==> src/rtl/txchk_pkg.sv <==
// Shared constants for the transmit-check logger.
// Assumes a 9-bit error register with fixed bit positions known to software.
package txchk_pkg;
    localparam int ERR_W = 9;
    localparam int B_TCE = 0;  // data/ECC transmit mismatch
    localparam int B_FDT = 1;  // fatal: mismatch not covered by ECC
    localparam int B_DCT = 2;  // data/control line transmit mismatch
    localparam int B_DVT = 3;  // data-valid transmit mismatch
    localparam int B_RDE = 4;  // read data error
    localparam int B_WDE = 5;  // write data error
    localparam int B_UNC = 6;  // uncorrectable ECC
    localparam int B_CWR = 7;  // correctable write ECC
    localparam int B_CRD = 8;  // correctable read ECC

    // Severity used to rank saved syndromes; larger is more significant.
    typedef enum logic [1:0] {
        SEV_NONE = 2'd0,
        SEV_CRD  = 2'd1,
        SEV_CWR  = 2'd2,
        SEV_UNC  = 2'd3
    } sev_e;
endpackage

==> src/rtl/txchk_cmp.sv <==
// Combinational comparator: turns driven/observed pairs into per-type hits.
// Assumes ECC result flags belong to the same transfer as the compared data.
module txchk_cmp
    import txchk_pkg::*;
#(
    parameter int DATA_W = 64,
    parameter int ECC_W  = 8,
    parameter int SEQ_W  = 4
) (
    input  logic              drv_en_i,
    input  logic [DATA_W-1:0] data_drv_i,
    input  logic [DATA_W-1:0] data_obs_i,
    input  logic [ECC_W-1:0]  ecc_drv_i,
    input  logic [ECC_W-1:0]  ecc_obs_i,
    input  logic [SEQ_W-1:0]  seq_drv_i,
    input  logic [SEQ_W-1:0]  seq_obs_i,
    input  logic              send_drv_i,
    input  logic              send_obs_i,
    input  logic              hold_drv_i,
    input  logic              hold_obs_i,
    input  logic              derr_drv_i,
    input  logic              derr_obs_i,
    input  logic              dval_drv_i,
    input  logic              dval_obs_i,
    input  logic              cmd_wr_i,
    input  logic              ecc_unc_i,
    input  logic              ecc_cwr_i,
    input  logic              ecc_crd_i,
    output logic [ERR_W-1:0]  hit_o,
    output logic              data_ev_o,
    output logic              fatal_ev_o,
    output sev_e              sev_o
);
    logic tce, dct, dvt, ecc_any, seq_bad, asserted_bad;

    // Level checks gated by driving; assertion checks gated by the port's own drive.
    always_comb begin
        ecc_any      = ecc_unc_i | ecc_cwr_i | ecc_crd_i;
        tce          = drv_en_i && ((data_drv_i != data_obs_i) || (ecc_drv_i != ecc_obs_i));
        seq_bad      = send_drv_i && (seq_drv_i != seq_obs_i);
        asserted_bad = (send_drv_i && !send_obs_i) || (hold_drv_i && !hold_obs_i)
                     || (derr_drv_i && !derr_obs_i);
        dct          = seq_bad || asserted_bad;
        dvt          = drv_en_i && (dval_drv_i != dval_obs_i);
    end

    // Assemble the hit vector and the event strobes.
    always_comb begin
        hit_o        = '0;
        hit_o[B_TCE] = tce;
        hit_o[B_FDT] = tce && !ecc_any;
        hit_o[B_DCT] = dct;
        hit_o[B_DVT] = dvt;
        hit_o[B_RDE] = dvt && !cmd_wr_i;
        hit_o[B_WDE] = dvt && cmd_wr_i;
        hit_o[B_UNC] = ecc_unc_i;
        hit_o[B_CWR] = ecc_cwr_i;
        hit_o[B_CRD] = ecc_crd_i;
        data_ev_o    = tce || dvt || ecc_any;
        fatal_ev_o   = (tce && !ecc_any) || dct;
    end

    // Rank the ECC result of this cycle.
    always_comb begin
        if (ecc_unc_i)      sev_o = SEV_UNC;
        else if (ecc_cwr_i) sev_o = SEV_CWR;
        else if (ecc_crd_i) sev_o = SEV_CRD;
        else                sev_o = SEV_NONE;
    end
endmodule

==> src/rtl/txchk_accum.sv <==
// Sticky error register with write-one-to-clear, event pulses and interrupt.
// Assumes a set in the same cycle as a clear must win so no event is lost.
module txchk_accum
    import txchk_pkg::*;
(
    input  logic             clk_i,
    input  logic             rst_ni,
    input  logic [ERR_W-1:0] hit_i,
    input  logic             data_ev_i,
    input  logic             fatal_ev_i,
    input  logic             clr_we_i,
    input  logic [ERR_W-1:0] clr_mask_i,
    input  logic             irq_en_i,
    output logic [ERR_W-1:0] err_o,
    output logic             fault_o,
    output logic             derr_o,
    output logic             irq_o
);
    logic [ERR_W-1:0] err_q;
    logic [ERR_W-1:0] clr_v;
    logic             fault_q, derr_q;

    // Select the bits a clear access removes this cycle.
    always_comb clr_v = clr_we_i ? clr_mask_i : '0;

    // Accumulate error types and register the one-cycle strobes.
    always_ff @(posedge clk_i) begin
        if (!rst_ni) begin
            err_q   <= '0;
            fault_q <= 1'b0;
            derr_q  <= 1'b0;
        end else begin
            err_q   <= (err_q & ~clr_v) | hit_i;
            fault_q <= fatal_ev_i;
            derr_q  <= data_ev_i;
        end
    end

    assign err_o   = err_q;
    assign fault_o = fault_q;
    assign derr_o  = derr_q;
    assign irq_o   = irq_en_i && (err_q[B_RDE] || err_q[B_WDE]);
endmodule

==> src/rtl/txchk_synstore.sv <==
// Per-slot syndrome capture plus a one-hot pointer to the most severe slot.
// Assumes a valid slot is never overwritten; a slot clear beats a capture.
module txchk_synstore
    import txchk_pkg::*;
#(
    parameter int SLOTS   = 4,
    parameter int SYN_W   = 8,
    parameter int SLOT_IW = (SLOTS > 1) ? $clog2(SLOTS) : 1
) (
    input  logic                   clk_i,
    input  logic                   rst_ni,
    input  sev_e                   sev_i,
    input  logic [SLOT_IW-1:0]     slot_i,
    input  logic [SYN_W-1:0]       syn_i,
    input  logic [SLOTS-1:0]       syn_clr_i,
    output logic [SLOTS-1:0]       vld_o,
    output logic [SLOTS*SYN_W-1:0] syn_o,
    output logic [SLOTS-1:0]       ptr_o
);
    logic             vld_q [SLOTS];
    logic [SYN_W-1:0] syn_q [SLOTS];
    logic [SLOTS-1:0] cap_v;
    logic [SLOTS-1:0] ptr_q, ptr_base;
    sev_e             sev_q, sev_base;

    for (genvar k = 0; k < SLOTS; k++) begin : g_slot
        // Capture enable for this slot: an ECC result aimed here at a free slot.
        assign cap_v[k] = (sev_i != SEV_NONE) && (slot_i == SLOT_IW'(k))
                        && !vld_q[k] && !syn_clr_i[k];

        // Hold or capture the syndrome of this slot.
        always_ff @(posedge clk_i) begin
            if (!rst_ni) begin
                vld_q[k] <= 1'b0;
                syn_q[k] <= '0;
            end else if (syn_clr_i[k]) begin
                vld_q[k] <= 1'b0;
            end else if (cap_v[k]) begin
                vld_q[k] <= 1'b1;
                syn_q[k] <= syn_i;
            end
        end

        assign vld_o[k]                 = vld_q[k];
        assign syn_o[k*SYN_W +: SYN_W] = syn_q[k];
    end

    // Drop the pointer when its slot is being cleared.
    always_comb begin
        if (|(ptr_q & syn_clr_i)) begin
            ptr_base = '0;
            sev_base = SEV_NONE;
        end else begin
            ptr_base = ptr_q;
            sev_base = sev_q;
        end
    end

    // Move the pointer only to a strictly more severe capture.
    always_ff @(posedge clk_i) begin
        if (!rst_ni) begin
            ptr_q <= '0;
            sev_q <= SEV_NONE;
        end else if ((|cap_v) && (sev_i > sev_base)) begin
            ptr_q <= cap_v;
            sev_q <= sev_i;
        end else begin
            ptr_q <= ptr_base;
            sev_q <= sev_base;
        end
    end

    assign ptr_o = ptr_q;
endmodule

==> src/rtl/txchk_logger.sv <==
// Top of the transmit-check logger: comparator, accumulator, syndrome store.
// Assumes all inputs are synchronous to clk_i and stable around its edge.
module txchk_logger
    import txchk_pkg::*;
#(
    parameter int DATA_W  = 64,
    parameter int ECC_W   = 8,
    parameter int SEQ_W   = 4,
    parameter int SLOTS   = 4,
    parameter int SYN_W   = 8,
    parameter int SLOT_IW = (SLOTS > 1) ? $clog2(SLOTS) : 1
) (
    input  logic                   clk_i,
    input  logic                   rst_ni,
    input  logic                   drv_en_i,
    input  logic [DATA_W-1:0]      data_drv_i,
    input  logic [DATA_W-1:0]      data_obs_i,
    input  logic [ECC_W-1:0]       ecc_drv_i,
    input  logic [ECC_W-1:0]       ecc_obs_i,
    input  logic [SEQ_W-1:0]       seq_drv_i,
    input  logic [SEQ_W-1:0]       seq_obs_i,
    input  logic                   send_drv_i,
    input  logic                   send_obs_i,
    input  logic                   hold_drv_i,
    input  logic                   hold_obs_i,
    input  logic                   derr_drv_i,
    input  logic                   derr_obs_i,
    input  logic                   dval_drv_i,
    input  logic                   dval_obs_i,
    input  logic                   cmd_wr_i,
    input  logic                   ecc_unc_i,
    input  logic                   ecc_cwr_i,
    input  logic                   ecc_crd_i,
    input  logic [SLOT_IW-1:0]     ecc_slot_i,
    input  logic [SYN_W-1:0]       ecc_syn_i,
    input  logic                   irq_en_i,
    input  logic                   clr_we_i,
    input  logic [8:0]             clr_mask_i,
    input  logic [SLOTS-1:0]       syn_clr_i,
    output logic                   fault_o,
    output logic                   derr_o,
    output logic                   irq_o,
    output logic [8:0]             err_o,
    output logic [SLOTS-1:0]       syn_vld_o,
    output logic [SLOTS*SYN_W-1:0] syn_data_o,
    output logic [SLOTS-1:0]       slot_ptr_o
);
    logic [ERR_W-1:0] hit;
    logic             data_ev, fatal_ev;
    sev_e             sev;

    txchk_cmp #(.DATA_W(DATA_W), .ECC_W(ECC_W), .SEQ_W(SEQ_W)) u_cmp (
        .drv_en_i   (drv_en_i),
        .data_drv_i (data_drv_i), .data_obs_i (data_obs_i),
        .ecc_drv_i  (ecc_drv_i),  .ecc_obs_i  (ecc_obs_i),
        .seq_drv_i  (seq_drv_i),  .seq_obs_i  (seq_obs_i),
        .send_drv_i (send_drv_i), .send_obs_i (send_obs_i),
        .hold_drv_i (hold_drv_i), .hold_obs_i (hold_obs_i),
        .derr_drv_i (derr_drv_i), .derr_obs_i (derr_obs_i),
        .dval_drv_i (dval_drv_i), .dval_obs_i (dval_obs_i),
        .cmd_wr_i   (cmd_wr_i),
        .ecc_unc_i  (ecc_unc_i),  .ecc_cwr_i  (ecc_cwr_i), .ecc_crd_i (ecc_crd_i),
        .hit_o      (hit),
        .data_ev_o  (data_ev),
        .fatal_ev_o (fatal_ev),
        .sev_o      (sev)
    );

    txchk_accum u_accum (
        .clk_i      (clk_i),
        .rst_ni     (rst_ni),
        .hit_i      (hit),
        .data_ev_i  (data_ev),
        .fatal_ev_i (fatal_ev),
        .clr_we_i   (clr_we_i),
        .clr_mask_i (clr_mask_i),
        .irq_en_i   (irq_en_i),
        .err_o      (err_o),
        .fault_o    (fault_o),
        .derr_o     (derr_o),
        .irq_o      (irq_o)
    );

    txchk_synstore #(.SLOTS(SLOTS), .SYN_W(SYN_W), .SLOT_IW(SLOT_IW)) u_syn (
        .clk_i     (clk_i),
        .rst_ni    (rst_ni),
        .sev_i     (sev),
        .slot_i    (ecc_slot_i),
        .syn_i     (ecc_syn_i),
        .syn_clr_i (syn_clr_i),
        .vld_o     (syn_vld_o),
        .syn_o     (syn_data_o),
        .ptr_o     (slot_ptr_o)
    );
endmodule

==> config.mk <==
export PLATFORM = sky130hd
export DESIGN_NAME = txchk_logger
export DESIGN_NICKNAME = d
export VERILOG_FILES = /design/src/rtl/txchk_pkg.sv /design/src/rtl/txchk_cmp.sv /design/src/rtl/txchk_accum.sv /design/src/rtl/txchk_synstore.sv /design/src/rtl/txchk_logger.sv
export SDC_FILE = /design/constraint.sdc
export NUM_CORES = 1
export LEC_CHECK = 0
export ABC_AREA = 0
export BUFFER_PORTS_ARGS = -buffer_cell sky130_fd_sc_hd__buf_2
export CORE_MARGIN = 5
export CORE_UTILIZATION = 36
export DETAILED_ROUTE_END_ITERATION = 6
export PLACE_DENSITY = 0.87
export SLEW_MARGIN = 10
export SYNTH_ARGS = -nofsm -noshare
export SYNTH_HDL_FRONTEND = slang
export SYNTH_SLANG_ARGS = --single-unit
==> constraint.sdc <==
create_clock -name clk_i -period 2.36 [get_ports clk_i]
set_input_delay 0.472 -clock clk_i [delete_from_list [all_inputs] [get_ports clk_i]]
set_output_delay 0.472 -clock clk_i [all_outputs]
set_load 0.005 [all_outputs]
==> run_results.csv, run 1 <==
group,metric,value,unit
timing,final.setup.worst_slack,0.104,ns
cells_and_area,multi_input_area,0.00163,mm^2
cells_and_area,antenna_cells,0,
placement,dpl.hpwl,9180,um
timing,setup_violations,0,
logic_synthesis,syn_area,0.00308,mm^2
floorplanning,die_w,102,um
logic_synthesis,synth_warnings,0,
clocking,cts_tree,"done",
floorplanning,fp.dieArea,0.0105,mm^2
grt,grt_busiest_layer,"met2",
grt,grt_util_all_layers,19.1,%
logic_synthesis,synth_area_leaders,"edfxtp_1 34%, xor2_1 22%, dfxtp_1 12%",
grt,grtUsageMet1,22.7,%
placement,gp_congestion,0.927,
cells_and_area,drive_above_1_share,50.2,%
timing,tightest_slew,0.591,ns
timing,skew,0.00989,ns
drt,dr.pass1.iters,4,
clocking,post_cts_resized,0,
clocking,worstSkewPairLatency,0.30,ns
clocking,cts_buffers,5,
grt,global_route.usage.met2,35.5,%
min_path,hp-class,"in2reg",
grt,first_global_vias,3254,
min_path,hold_path_depth,2,
grt,gr-total-overflow,0,
timing,finalHoldViolations,0,
setup_path,cp_max_fo,6,
grt,antenna_found_initial,0,
timing,min_period,2.26,ns
logic_synthesis,ys_ff_latch,53,
setup_path,cp-end-kind,"flip-flop",
logic_synthesis,yosys.area.top_type,"edfxtp_1",
floorplanning,io_pins,244,
clocking,htreeDepth,2,
logic_synthesis,synth_cell_types,41,
logic_synthesis,syn_nets,486,
grt,grt_start_max_net_pins,24,
timing,setup_tns,0,ns
drt,wl,10600,um
power,p_per_area,485,mW/mm^2
clocking,root_buffer,"clkbuf_8",
power,p_leak,2.31,nW
logic_synthesis,synth_top_area_share,34.1,%
logic_synthesis,synth_ff_type,"edfxtp_1",
placement,dp.cells,639,
setup_path,arrival,2.48,ns
cells_and_area,fin_cells,647,
clocking,postCtsHoldBufs,0,
clocking,clkTransAtPathRegs,0.10,ns
logic_synthesis,postSynthCellCount,292,
placement,pre_cts_slack,-0.241,ns
cells_and_area,register_area,0.00141,mm^2
floorplanning,dieHeight,102,um
cells_and_area,fillers,727,
drt,drc,0,
cells_and_area,final_util,55.3,%
logic_synthesis,synth_common_cells,"76 x xor2_1, 35 x edfxtp_1, 26 x and2_1",
setup_path,reg2regPathDepth,8,
clocking,post_cts_buffers,0,
timing,holdWs,0.385,ns
logic_synthesis,synth_edf_count,35,
logic_synthesis,synth.avg_cell_area,10.5,um^2
drt,first_iter_violations,74,
timing,min_period_over_period,95.6,%
grt,gr-usage-met3,4.37,%
drt,antenna_left,0,
timing,slew_headroom,60.5,%
clocking,clockBufferDepth,2,
power,peakVddDrop,337,uV
outcome,outcome,"finished clean",
floorplanning,coreArea,0.00826,mm^2
clocking,cts_sinks,53,
drt,viasPerCell,4.84,
setup_path,critical_path_class,"reg2reg",
setup_path,worstSetupStartpointType,"flip-flop",
floorplanning,rows,33,
logic_synthesis,synth_most_common_cell,"xor2_1",
timing,slew_violations,0,
run,max_cap_violations,0,
floorplanning,start_util,37.3,%
drt,via_count,3133,
grt,grt_pass1_wl,15700,um
cells_and_area,area_growth,48.4,%
drt,wl_per_cell,16.3,um
cells_and_area,final_nets,735,
timing,max_freq,443,MHz
placement,io_buffers,243,
logic_synthesis,async_flop_share,0,%
setup_path,cp.required,2.58,ns
logic_synthesis,seq_area_frac_synth,45.8,%
[per-layer routing]
layer / part of all wire [%] / wire length [um] / vias up
met5: 0 / 0 / -
met4: 0.56 / 59 / 0
met3: 9.0 / 956 / 8
met2: 51 / 5440 / 145
met1: 39 / 4110 / 1452
li1: - / - / 1528
[area by class of cell]
cell class                      instances  share of cell area [%]
Clock inverter                          2                   0.849
Sequential cell                        53                    30.9
Multi-Input combinational cell        226                    35.6
Timing Repair Buffer                  251                    27.9
Tap cell                              105                    2.87
Clock buffer                            6                    1.59
Inverter                                4                   0.328
[sequential cells by signal, summed over array words and instances, names as in the netlist]
| register | count |
|---|---|
| u_syn.sev_q | 2 |
| u_accum.derr_o | 1 |
| u_accum.err_o | 9 |
| u_syn.syn_q | 32 |
| u_accum.fault_o | 1 |
| u_syn.ptr_o | 4 |
| u_syn.vld_q | 4 |
[critical path: stages (launching register included)]
cell and delay [ns]:
dfxtp_1 0.34, a22o_1 0.24, a221oi_4 0.27, nand2_1 0.14, ha_1 0.31, nor2b_1 0.18
o21ai_2 0.11, or4b_1 0.52, o31ai_1 0.08
[through the flow]
| step | instance area, um^2 | power [W] |
|---|---|---|
| detailed placement | 4440 | 0.00161 |
| global route | 4570 | 0.00231 |
| global placement | 4440 | 0.00158 |
| CTS | 4560 | 0.00223 |
| finish | 4570 | 0.00222 |
| floorplan | 3090 | 0.00130 |
[cells in the final DEF (no fill, tap or decap), types with 5 or more instances in the layout]
master,n
o21ai_0,6
nor2_1,11
and2_1,26
nor4_1,19
edfxtp_1,35
dfxtp_1,18
xor2_1,76
nand2_1,17
clkbuf_8,5
nand3_1,5
nor3_1,6
buf_2,243
a21oi_1,11
and3_1,12
buf_4,8
[where the power goes]
group	total [W]	leakage [nW]	switching [W]	internal, W
Combinational	0.000528	1.74	0.000253	0.000275
Clock	0.000623	0.0554	0.000304	0.000319
Sequential	0.00107	0.512	0.0000213	0.00104
[final timing paths]
path,end,slack (ns),startpoint
setup / recovery,u_syn.sev_q[1],0.10,u_syn.ptr_o[3]
hold / removal,u_syn.vld_q[2],0.38,syn_clr_i[2]
setup reg to reg,u_syn.sev_q[1],0.10,u_syn.ptr_o[3]
hold reg to reg,u_accum.err_o[2],0.46,u_accum.err_o[2]
[cell families after synthesis]
logic type	share of synthesized area, %
buffers and inverters	2.07
flip-flops	45.8
XOR/XNOR	21.9
multiplexers	1.46
AND/OR/NAND/NOR	21.6
AO/OA/AOI/OAI	6.30
adder cells (fa/ha/maj)	0.813
No activity file was read; power rests on OpenSTA's default activity.
==> run 2, diff against run 1 <==
--- a/config.mk
+++ b/config.mk
@@ -9,6 +9,7 @@
 export BUFFER_PORTS_ARGS = -buffer_cell sky130_fd_sc_hd__buf_2
 export CORE_MARGIN = 5
 export CORE_UTILIZATION = 36
+export CTS_BUF_LIST = sky130_fd_sc_hd__clkbuf_4 sky130_fd_sc_hd__clkbuf_8 sky130_fd_sc_hd__clkbuf_16
 export DETAILED_ROUTE_END_ITERATION = 6
 export PLACE_DENSITY = 0.87
 export SLEW_MARGIN = 10
==> run 2 against run 1 <==
Critical path depth unchanged. Non-clock buffer count unchanged. Clock skew about the same. Combinational power about the same. Cell count unchanged. Sequential cell count unchanged. Sequential share of layout area about the same. Largest power group unchanged. Critical path type unchanged. Die area unchanged. Count of clock-buffer cells in the layout unchanged.
==> run_results.csv, run 2 (synthesis results as in run 1) <==
group,metric,value,unit
cells_and_area,antenna_cells,0,
cells_and_area,final_nets,735,
setup_path,cp-end-kind,"flip-flop",
setup_path,arrival,2.48,ns
clocking,clkTransAtPathRegs,0.10,ns
drt,drc,0,
clocking,postCtsHoldBufs,0,
clocking,clockBufferDepth,2,
timing,tightest_slew,0.591,ns
drt,antenna_left,0,
cells_and_area,drive_above_1_share,50.4,%
grt,first_global_vias,3254,
timing,setup_tns,0,ns
timing,max_freq,443,MHz
run,max_cap_violations,0,
floorplanning,dieHeight,102,um
grt,grt_util_all_layers,19.1,%
cells_and_area,final_common_cell,"buf_2",
floorplanning,start_util,37.3,%
setup_path,cp_max_fo,6,
placement,place_area,0.00444,mm^2
timing,skew,0.0103,ns
floorplanning,coreArea,0.00826,mm^2
clocking,cts_sinks,53,
grt,grt_pass1_wl,15700,um
cells_and_area,area_growth,48.6,%
floorplanning,fp.dieArea,0.0105,mm^2
setup_path,critPathTopFamily,"simple AND/OR/NAND/NOR gates",
cells_and_area,final_util,55.4,%
floorplanning,rows,33,
grt,gr-total-overflow,0,
drt,viasPerCell,4.84,
timing,setup_violations,0,
setup_path,cpPeakStageDelay,0.52,ns
timing,slew_violations,0,
placement,gp_congestion,0.927,
min_path,hp-class,"in2reg",
clocking,cts_buffers,5,
setup_path,cp.required,2.58,ns
clocking,post_cts_resized,0,
clocking,root_buffer,"clkbuf_8",
setup_path,slowest_stage,"or4b_1",
setup_path,critical_path_class,"reg2reg",
cells_and_area,largest_reg_flops,32,
floorplanning,io_pins,244,
outcome,outcome,"finished clean",
cells_and_area,final_area,0.00457,mm^2
setup_path,worstSetupStartpointType,"flip-flop",
clocking,post_cts_buffers,0,
timing,min_period,2.26,ns
clocking,cts_tree,"done",
drt,wl_per_cell,16.3,um
drt,wl,10600,um
drt,dr.pass1.iters,4,
power,peakVddDrop,336,uV
timing,slew_headroom,60.5,%
timing,finalHoldViolations,0,
clocking,worstSkewPairLatency,0.30,ns
setup_path,crit_chain,"a22o_1 -> a221oi_4 -> nand2_1 -> ha_1 -> nor2b_1 -> o21ai_2 -> or4b_1 -> o31ai_1",
power,p_per_area,487,mW/mm^2
grt,grt_start_max_net_pins,24,
placement,io_buffers,243,
cells_and_area,largest_register,"u_syn.syn_q",
grt,antenna_found_initial,0,
drt,via_count,3133,
setup_path,critPathBufInv,0,
timing,holdWs,0.385,ns
placement,dpl.hpwl,9180,um
drt,first_iter_violations,71,
clocking,htreeDepth,2,
floorplanning,die_w,102,um
timing,min_period_over_period,95.6,%
power,p_leak,2.31,nW
cells_and_area,layout_common_cells,"243 x buf_2, 76 x xor2_1, 35 x edfxtp_1",
-- run 2: worst paths after layout --
kind	start	end	slack [ns]	cells after the start
max	u_syn.ptr_o[3]	u_syn.sev_q[1]	0.10	8
max reg2reg	u_syn.ptr_o[3]	u_syn.sev_q[1]	0.10	8
min reg2reg	u_accum.err_o[2]	u_accum.err_o[2]	0.46	2
min	syn_clr_i[2]	u_syn.vld_q[2]	0.38	2
-- run 2: routing by layer --
metal	GRT usage [%]	routed length, um	vias to the layer above
li1	-	-	1528
met1	22.7	4120	1452
met2	35.5	5440	145
met3	4.37	956	8
met4	2.83	59	0
met5	0	0	-
-- run 2: cell type report --
class,instances,area [um^2]
fillers,726,3680
clock buffers,6,76.3
clock inverters,2,38.8
multi-input cells,226,1630
flip-flops and latches,53,1410
inverters,4,15.0
well taps,105,131
repair buffers,251,1280
-- run 2: metrics by stage --
stage | std cells | worst slack, ns | power [W]
5_1_grt | 647 | -0.00509 | 0.00233
6_report | 647 | 0.104 | 0.00223
3_5_place_dp | 639 | -0.241 | 0.00161
4_1_cts | 647 | 0.0337 | 0.00224
2_1_floorplan | 292 | 0.0557 | 0.00130
3_3_place_gp | 639 | -0.126 | 0.00158
-- run 2: worst register-to-register path: cells and delay by family (launching register included) --
family	cells	cell delay, ns
AO/OA/AOI/OAI	4	0.70
adder cells (fa/ha/maj)	1	0.32
flip-flops	1	0.34
AND/OR/NAND/NOR	3	0.84
-- run 2: power by group --
| group | internal, W | switching (W) | total [W] |
|---|---|---|---|
| Combinational | 0.000275 | 0.000253 | 0.000528 |
| Clock | 0.000331 | 0.000304 | 0.000635 |
| Sequential | 0.00104 | 0.0000213 | 0.00107 |
==> run 3, diff against run 2 <==
--- a/config.mk
+++ b/config.mk
@@ -8,11 +8,12 @@
 export ABC_AREA = 0
 export BUFFER_PORTS_ARGS = -buffer_cell sky130_fd_sc_hd__buf_2
 export CORE_MARGIN = 5
-export CORE_UTILIZATION = 36
+export CORE_UTILIZATION = 37
 export CTS_BUF_LIST = sky130_fd_sc_hd__clkbuf_4 sky130_fd_sc_hd__clkbuf_8 sky130_fd_sc_hd__clkbuf_16
 export DETAILED_ROUTE_END_ITERATION = 6
 export PLACE_DENSITY = 0.87
 export SLEW_MARGIN = 10
 export SYNTH_ARGS = -nofsm -noshare
 export SYNTH_HDL_FRONTEND = slang
+export SYNTH_HIERARCHICAL = 1
 export SYNTH_SLANG_ARGS = --single-unit
==> run 3 against run 2 <==
Non-clock buffer count is 3 lower. Sequential cell count is the same. Register-to-register slack gained 0.09 ns. Via count up 4.5%. Synthesized area rose by 8.6%. Power is 2.7% lower. Count of clock-buffer cells in the layout fell by 1.
==> run_results.csv, run 3 <==
group,metric,value,unit
cells_and_area,fin_cells,650,
timing,finalHoldViolations,0,
cells_and_area,register_area,0.00141,mm^2
clocking,post_cts_buffers,0,
floorplanning,start_util,38.1,%
grt,grt_util_all_layers,18.9,%
cells_and_area,largest_reg_flops,32,
drt,wl,10900,um
cells_and_area,fillers,755,
logic_synthesis,syn_area,0.00334,mm^2
timing,setup_violations,0,
drt,drc,0,
drt,wl_per_cell,16.8,um
timing,slew_violations,0,
timing,slew_headroom,60.7,%
power,peakVddDrop,216,uV
timing,rsz0062_at_grt,"false",
cells_and_area,final_util,53.9,%
logic_synthesis,syn_nets,495,
clocking,root_buffer,"clkbuf_8",
drt,first_iter_violations,83,
power,p_leak,2.39,nW
cells_and_area,final_common_cell,"buf_2",
placement,gp_congestion,0.949,
setup_path,arrival,2.37,ns
logic_synthesis,postSynthCellCount,301,
floorplanning,io_pins,244,
min_path,hold_path_depth,2,
cells_and_area,final_nets,734,
setup_path,cp-end-kind,"flip-flop",
drt,viasPerCell,5.04,
logic_synthesis,ys_ff_latch,53,
grt,antenna_found_initial,1,
setup_path,cp.required,2.57,ns
logic_synthesis,synth_ff_type,"edfxtp_1",
clocking,htreeDepth,2,
timing,holdWs,0.355,ns
logic_synthesis,synth_common_cells,"68 x xor2_1, 35 x edfxtp_1, 25 x and3_1",
clocking,worstSkewPairLatency,0.31,ns
min_path,holdPathEnd,"u_accum/err_o[8]",
grt,grt_start_max_net_pins,37,
placement,place_area,0.00463,mm^2
cells_and_area,layout_common_cells,"243 x buf_2, 68 x xor2_1, 35 x edfxtp_1",
setup_path,cp_max_fo,6,
timing,tightest_slew,0.586,ns
floorplanning,dieHeight,105,um
clocking,cts_tree,"done",
min_path,hp-class,"in2reg",
clocking,clockBufferDepth,2,
floorplanning,coreArea,0.00876,mm^2
setup_path,critical_path_class,"reg2reg",
outcome,outcome,"finished clean",
cells_and_area,drive_above_1_share,55.1,%
clocking,post_cts_resized,0,
timing,max_freq,462,MHz
drt,antenna_left,0,
logic_synthesis,yosys.area.top_type,"edfxtp_1",
min_path,hold_start,"clr_mask_i[8]",
setup_path,worstSetupStartpointType,"flip-flop",
setup_path,regToRegEndpoint,"u_syn/ptr_o[1]",
placement,io_buffers,243,
logic_synthesis,synth_edf_count,35,
timing,min_period_over_period,91.7,%
placement,dp.cells,641,
grt,first_global_vias,3428,
run,max_cap_violations,0,
logic_synthesis,synth.avg_cell_area,11.1,um^2
logic_synthesis,synth_top_area_share,31.4,%
clocking,cts_buffers,5,
drt,via_count,3275,
timing,min_period,2.16,ns
logic_synthesis,synth_area_leaders,"edfxtp_1 31%, xor2_1 18%, dfxtp_1 11%",
cells_and_area,largest_register,"u_syn/syn_q",
clocking,clkTransAtPathRegs,0.10,ns
timing,setup_tns,0,ns
floorplanning,rows,34,
logic_synthesis,synth_most_common_cell,"xor2_1",
grt,grt_pass1_wl,17200,um
logic_synthesis,async_flop_share,0,%
placement,dpl.hpwl,9570,um
power,p_per_area,459,mW/mm^2
timing,skew,0.00716,ns
setup_path,reg2regPathDepth,8,
logic_synthesis,seq_area_frac_synth,42.2,%
setup_path,r2r_start,"u_syn/ptr_o[0]",
drt,dr.pass1.iters,4,
grt,gr-total-overflow,0,
cells_and_area,final_area,0.00473,mm^2
logic_synthesis,synth_cell_types,47,
floorplanning,fp.dieArea,0.0110,mm^2
setup_path,r2r_slack,0.20,ns
cells_and_area,multi_input_area,0.00177,mm^2
floorplanning,die_w,105,um
clocking,cts_sinks,53,
clocking,postCtsHoldBufs,0,
cells_and_area,area_growth,41.4,%
logic_synthesis,synth_warnings,6,
==> run 3: cell types whose count changed in the layout (fill, tap and decap cells not counted), sizes merged, moves of 8 or more <==
cell   previous run  this run
nand2            17         8
xnor2             1         9
and3             12        33
a21oi            11         2
and2             26         5
inv               4        18
a31oi             1        11
xor2             76        68
==> run 3: cell type report <==
| type | count | share of cell area [%] |
|---|---|---|
| Clock inverter | 3 | 0.556 |
| Sequential cell | 53 | 29.9 |
| Inverter | 17 | 1.35 |
| Clock buffer | 5 | 1.46 |
| Timing Repair Buffer | 248 | 26.5 |
| Antenna cell | 1 | 0.0529 |
| Multi-Input combinational cell | 215 | 37.3 |
| Tap cell | 108 | 2.86 |
==> run 3: logic make-up after synthesis <==
family / count (synthesis) / synth area share (%)
simple gates: 97 / 19.8
buf+inv: 33 / 5.16
xor+xnor: 77 / 20.2
flops: 53 / 42.2
fa+ha+maj: 2 / 0.748
compound gates: 37 / 11.3
mux: 2 / 0.599
==> run 3: through the flow <==
step | setup slack, ns | power (W)
2_1_floorplan | 0.0935 | 0.00135
3_3_place_gp | 0.0315 | 0.00163
3_5_place_dp | -0.0839 | 0.00166
4_1_cts | 0.194 | 0.00218
5_1_grt | 0.0717 | 0.00226
6_report | 0.196 | 0.00217
==> run 3: per-layer routing <==
layer,vias to the layer above,global-route usage [%],share of wire (%)
met4,0,6.58,2.6
li1,1571,-,-
met3,30,4.69,8.9
met1,1491,22.3,36
met2,183,33.4,53
met5,-,0,0
==> run 3: power by group <==
group / switching (W) / leakage (nW) / internal [W] / total, W
Sequential: 0.0000262 / 0.516 / 0.00104 / 0.00107
Clock: 0.000317 / 0.0423 / 0.000216 / 0.000533
Combinational: 0.000278 / 1.83 / 0.000286 / 0.000565
==> run 3: worst max-delay path by stage <==
| stage | start | slack, ns | end | cells after the start |
|---|---|---|---|---|
| finish | u_syn/ptr_o[0] | 0.20 | u_syn/ptr_o[1] | 8 |
| global placement | syn_clr_i[0] | 0.03 | u_syn/ptr_o[2] | 9 |
| CTS | u_syn/ptr_o[2] | 0.19 | u_syn/ptr_o[1] | 8 |
| detailed placement | syn_clr_i[0] | -0.08 | u_syn/ptr_o[1] | 9 |
| global route | u_syn/ptr_o[0] | 0.07 | u_syn/ptr_o[0] | 8 |
| floorplan | syn_clr_i[0] | 0.09 | u_syn/ptr_o[0] | 8 |
==> run 3: critical path, stage by stage, from the launching register on <==
cell and delay (ns):
dfxtp_1 0.34, a22o_1 0.23, a221oi_2 0.24, nand2_1 0.10
ha_1 0.31, nor2b_1 0.17, a2bb2oi_2 0.23, o41ai_4 0.16
a32o_1 0.29
